### src/rtl/lcdb_pkg.sv
package lcdb_pkg;
  typedef enum logic [1:0] {
    SCOPE_NONE  = 2'd0,
    SCOPE_PIXEL = 2'd1,
    SCOPE_SEG0  = 2'd2,
    SCOPE_ALL   = 2'd3
  } blink_scope_e;

  localparam int RATE_W      = 3;
  localparam int MIN_DIV_LOG = 3;
endpackage

### src/rtl/lcdb_phase_gen.sv
module lcdb_phase_gen
  import lcdb_pkg::*;
#(
  parameter int RW      = RATE_W,
  parameter int DIV_LOG = MIN_DIV_LOG
) (
  input  logic          clk,
  input  logic          rst_n,
  input  logic          frame_tick,
  input  blink_scope_e  cfg_scope,
  input  logic [RW-1:0] cfg_rate,
  output blink_scope_e  act_scope,
  output logic [RW-1:0] act_rate,
  output logic          blank_on
);
  // the counter is wide enough for the slowest rate
  localparam int CNT_W = DIV_LOG + (1 << RW) - 1;
  localparam int IDX_W = $clog2(CNT_W);

  logic [CNT_W-1:0] frame_cnt;
  logic [IDX_W-1:0] phase_idx;

  always_ff @(posedge clk) begin
    if (!rst_n) begin
      act_scope <= SCOPE_NONE;
      act_rate  <= '0;
      frame_cnt <= '0;
    end else begin
      if (frame_tick) begin
        act_scope <= cfg_scope;
        act_rate  <= cfg_rate;
      end
      if (act_scope == SCOPE_NONE)
        frame_cnt <= '0;
      else if (frame_tick)
        frame_cnt <= frame_cnt + 1'b1;
    end
  end

  // the half-period bit sits DIV_LOG-1 places above bit 0 for the fastest rate
  assign phase_idx = IDX_W'(DIV_LOG - 1) + IDX_W'(act_rate);
  assign blank_on  = (act_scope != SCOPE_NONE) && frame_cnt[phase_idx];
endmodule

### src/rtl/lcdb_mask_gen.sv
module lcdb_mask_gen
  import lcdb_pkg::*;
#(
  parameter int SEG_W = 32,
  parameter int COM_W = 3
) (
  input  logic             blank_on,
  input  blink_scope_e     scope,
  input  logic [COM_W-1:0] com,
  output logic [SEG_W-1:0] clear_mask
);
  logic first_hit;

  always_comb begin
    unique case (scope)
      SCOPE_PIXEL: first_hit = (com == '0);
      SCOPE_SEG0:  first_hit = 1'b1;
      SCOPE_ALL:   first_hit = 1'b1;
      default:     first_hit = 1'b0;
    endcase
  end

  for (genvar b = 0; b < SEG_W; b++) begin : g_bit
    if (b == 0) begin : g_first
      assign clear_mask[b] = blank_on && first_hit;
    end else begin : g_rest
      assign clear_mask[b] = blank_on && (scope == SCOPE_ALL);
    end
  end
endmodule

### src/rtl/lcdb_stream_reg.sv
module lcdb_stream_reg #(
  parameter int W = 8
) (
  input  logic         clk,
  input  logic         rst_n,
  input  logic         s_valid,
  output logic         s_ready,
  input  logic [W-1:0] s_data,
  output logic         m_valid,
  input  logic         m_ready,
  output logic [W-1:0] m_data
);
  assign s_ready = !m_valid || m_ready;

  always_ff @(posedge clk) begin
    if (!rst_n) begin
      m_valid <= 1'b0;
      m_data  <= '0;
    end else if (s_ready) begin
      m_valid <= s_valid;
      if (s_valid) m_data <= s_data;
    end
  end
endmodule

### src/rtl/lcd_blink_masker.sv
module lcd_blink_masker
  import lcdb_pkg::*;
#(
  parameter int SEG_W = 32,
  parameter int COM_W = 3
) (
  input  logic             clk,
  input  logic             rst_n,
  input  logic             frame_tick,
  input  logic [1:0]       cfg_mode,
  input  logic [2:0]       cfg_rate,
  input  logic             in_valid,
  output logic             in_ready,
  input  logic [COM_W-1:0] in_com,
  input  logic [SEG_W-1:0] in_seg,
  output logic             out_valid,
  input  logic             out_ready,
  output logic [COM_W-1:0] out_com,
  output logic [SEG_W-1:0] out_seg
);
  localparam int PAY_W = SEG_W + COM_W;

  blink_scope_e     act_scope;
  logic [2:0]       act_rate;
  logic             blank_on;
  logic [SEG_W-1:0] clear_mask;
  logic [PAY_W-1:0] pay_in, pay_out;

  lcdb_phase_gen #(.RW(3), .DIV_LOG(MIN_DIV_LOG)) phase_i (
    .clk        (clk),
    .rst_n      (rst_n),
    .frame_tick (frame_tick),
    .cfg_scope  (blink_scope_e'(cfg_mode)),
    .cfg_rate   (cfg_rate),
    .act_scope  (act_scope),
    .act_rate   (act_rate),
    .blank_on   (blank_on)
  );

  lcdb_mask_gen #(.SEG_W(SEG_W), .COM_W(COM_W)) mask_i (
    .blank_on   (blank_on),
    .scope      (act_scope),
    .com        (in_com),
    .clear_mask (clear_mask)
  );

  assign pay_in = {in_com, in_seg & ~clear_mask};

  lcdb_stream_reg #(.W(PAY_W)) stage_i (
    .clk     (clk),
    .rst_n   (rst_n),
    .s_valid (in_valid),
    .s_ready (in_ready),
    .s_data  (pay_in),
    .m_valid (out_valid),
    .m_ready (out_ready),
    .m_data  (pay_out)
  );

  assign out_com = pay_out[PAY_W-1 -: COM_W];
  assign out_seg = pay_out[SEG_W-1:0];
endmodule

### config.mk
export PLATFORM = sky130hd
export DESIGN_NAME = lcd_blink_masker
export DESIGN_NICKNAME = d
export VERILOG_FILES = /design/src/rtl/lcdb_pkg.sv /design/src/rtl/lcdb_phase_gen.sv /design/src/rtl/lcdb_mask_gen.sv /design/src/rtl/lcdb_stream_reg.sv /design/src/rtl/lcd_blink_masker.sv
export SDC_FILE = /design/constraint.sdc
export NUM_CORES = 1
export LEC_CHECK = 0
export BUFFER_PORTS_ARGS = -buffer_cell sky130_fd_sc_hd__buf_2
export CAP_MARGIN = 30
export CELL_PAD_IN_SITES_DETAIL_PLACEMENT = 1
export CELL_PAD_IN_SITES_GLOBAL_PLACEMENT = 2
export CORE_ASPECT_RATIO = 1.5
export CORE_MARGIN = 3
export CORE_UTILIZATION = 30
export CTS_CLUSTER_DIAMETER = 200
export DETAILED_ROUTE_END_ITERATION = 8
export GPL_ROUTABILITY_DRIVEN = 0
export GPL_TIMING_DRIVEN = 0
export HOLD_SLACK_MARGIN = 0.06
export MAX_ROUTING_LAYER = met4
export PLACE_DENSITY = 0.88
export SYNTH_ARGS = -nofsm -noshare
export SYNTH_HDL_FRONTEND = slang
export SYNTH_SLANG_ARGS = --single-unit
### constraint.sdc
create_clock -name clk -period 2.45 [get_ports clk]
set_input_delay 0.3675 -clock clk [delete_from_list [all_inputs] [get_ports clk]]
set_output_delay 0.3675 -clock clk [all_outputs]
set_load 0.03 [all_outputs]
==> metrics.yaml <==
critical_path:
  critPathArrivalTime_ns: 2.14
  path_cells: "ha_1, nor3_1, a21oi_1, clkbuf_1, a32o_1"
  cp-start-kind: "register"
  setup.worst_path.class: "register to register"
  path_max_fanout: 10
  max_stage_delay_ns: 0.48
  slowest_stage: "dfxtp_1"
  cp-end-kind: "register"
  crit_required_ns: 2.64
route:
  drtIter0Drc: 49
  routed_wl_mm: 5.09
  dr.pass1.iters: 4
  viasPerCell: 5.14
  vias: 1736
  ant_nets: 0
  wl_per_cell_microns: 15.1
  drc: 0
grt:
  grt_first_pass_wirelength_mm: 8.18
  grt_antenna_before_repair: 0
  grt_max_degree: 17
  first_global_vias: 1724
  grt_overflow: 0
  grt_use_total: 0.138
clock_tree:
  numCtsBuffers: 5
  clk_root_buffer_cell: "clkbuf_8"
  postCtsSetupBuffers: 0
  cts_tree: "yes"
  htreeDepth: 2
  clock-sinks: 51
  cts.repair.resized: 0
  clock_latency_ns: 0.30
  hold_buffers: 0
  clk_pin_slew_ns: 0.10
  clock_path_buffers: 2
floorplan:
  num_rows: 35
  dieArea_sq_um: 7630
  ios: 82
  core-area_sq_um: 6260
  initial_utilization: 0.316
  dieWidth_microns: 72.3
  die_y_microns: 105
synthesis:
  ys_seq_elements: 51
  syn-cell-area_sq_um: 1980
  synth_top_cell_by_area: "dfxtp_1"
  synth_top_cell_area_share: 0.516
  synth_flop_cell: "dfxtp_1"
  synth-seq-area-share: 0.516
  synth_area_leaders: "dfxtp_1 (52%), a32o_1 (16%), mux2i_1 (4.6%)"
  ys_types: 34
  synthArstFlopShare: 0
  syn_nets: 224
  avgSynthCellArea_sq_um: 11.2
  synth_edf_count: 0
  syn_inst: 177
  yosys_warnings: 0
timing:
  skew_ns: 0.00730
  period_share: 0.794
  rsz0062_at_grt: "false"
  setup_viol: 0
  setup_tns_ns: 0
  max_freq_ghz: 0.514
  drv_slew: 0
  hold_violations: 0
  min_period_ns: 1.95
  maxSlewHeadroom: 0.521
  worst_pin_slew_ns: 0.714
pwr:
  ir_drop_mv: 0.264
  power.leakage_nw: 1.11
  clkPwrFrac: 0.322
  pwr-share-seq: 0.501
  netSwitchingFraction: 0.275
  p_comb_frac: 0.177
  p_int_w: 0.00130
  p_sw_w: 0.000495
  power_density_nw_per_um2: 697
finish:
  fin_cells: 338
  insertedDiodeCount: 0
  mostFrequentLayoutCell: "buf_2"
  drive_gt1_frac: 0.375
  fill_cells: 738
  area_growth_pct: 30.3
  layout_common_cells: "buf_2 (80), dfxtp_1 (51), a32o_1 (31)"
  fin_nets: 310
worst_hold_path:
  hold_class: "input pin to register"
job:
  cap_violations: 0
status:
  run_status: "finished, final reports clean"
placed_design:
  place_hpwl_mm: 4.03
  place_inst: 330
  port_buffers: 79
==> per-stage QoR <==
step | power (W) | util | hold slack [ns] | setup WS, ns | cell area [sq um]
4_1_cts | 0.00182 | 0.412 | 0.294 | 0.477 | 2580
5_1_grt | 0.00189 | 0.412 | 0.292 | 0.301 | 2580
3_5_place_dp | 0.00124 | 0.394 | 0.448 | 0.493 | 2470
3_3_place_gp | 0.00124 | 0.394 | 0.442 | 0.528 | 2470
2_1_floorplan | 0.00113 | - | 0.470 | 0.787 | 1980
6_report | 0.00180 | 0.412 | 0.297 | 0.505 | 2580
==> power by group through the flow <==
| stage | logic [W] | registers, W | clock network [W] |
|---|---|---|---|
| after floorplan | 0.000130 | 0.00100 | 0 |
| after global placement | 0.000317 | 0.000918 | 0 |
| after detailed placement | 0.000323 | 0.000921 | 0 |
| after CTS | 0.000324 | 0.000902 | 0.000596 |
| after global routing | 0.000347 | 0.000907 | 0.000636 |
| final | 0.000318 | 0.000901 | 0.000579 |
==> cells in the mapped netlist (2+ instances only) <==
master,n
a21boi_0,4
a21oi_1,5
a32o_1,31
buf_4,2
buf_6,4
clkbuf_1,8
dfxtp_1,51
ha_1,2
mux2i_1,9
nand2_1,10
nand3_1,4
nand4_1,4
nor2_1,8
nor2b_1,5
nor3_1,3
o21ai_0,3
or3_1,3
xnor2_1,2
xor2_1,4
==> path summary, 6_finish.rpt <==
kind	from	to	slack, ns	depth (start not counted)
max	phase_i.act_rate[1]	stage_i.m_data[27]	0.50	5
min	in_seg[21]	stage_i.m_data[21]	0.30	2
max reg2reg	phase_i.act_rate[1]	stage_i.m_data[27]	0.50	5
min reg2reg	stage_i.m_data[34]	stage_i.m_data[34]	0.46	2
==> sequential cells by signal, indices dropped and copies added, names as in the netlist <==
register           count
phase_i.frame_cnt     10
phase_i.act_scope      2
stage_i.m_data        35
stage_i.m_valid        1
phase_i.act_rate       3
==> cell type report <==
class                      count  area (sq um)  area share
tap                           74          92.6      0.0359
clock inverter                 3          43.8      0.0170
clock buffer                   5          68.8      0.0267
inverter                       1          3.75     0.00145
timing repair buffer          79           395       0.153
multi-input combinational    110           860       0.333
buffer                        15          95.1      0.0369
sequential                    51          1020       0.396
==> worst max-delay path: cells and delay by family (launching register included) <==
family	cells	cell delay (ns)
AO/OA/AOI/OAI	2	0.50
adder cells (fa/ha/maj)	1	0.32
buffers and inverters	1	0.26
flip-flops	1	0.48
AND/OR/NAND/NOR	1	0.27
==> routing by layer <==
| layer | part of all wire | wire length, microns | vias to the layer above | global-route usage |
|---|---|---|---|---|
| met2 | 0.56 | 2830 | 53 | 0.257 |
| met5 | 0 | 0 | - | - |
| li1 | - | - | 847 | - |
| met1 | 0.36 | 1840 | 831 | 0.135 |
| met3 | 0.068 | 345 | 5 | 0.0315 |
| met4 | 0.014 | 72 | 0 | 0.0444 |
==> logic make-up after synthesis <==
kind of cell | after synthesis | share of synthesized area
flip-flops | 51 | 0.516
buffers and inverters | 16 | 0.0499
multiplexers | 10 | 0.0569
AO/OA/AOI/OAI | 46 | 0.204
adder cells (fa/ha/maj) | 2 | 0.0126
XOR/XNOR | 6 | 0.0265
AND/OR/NAND/NOR | 46 | 0.135
No activity file was read; power rests on OpenSTA's default activity.
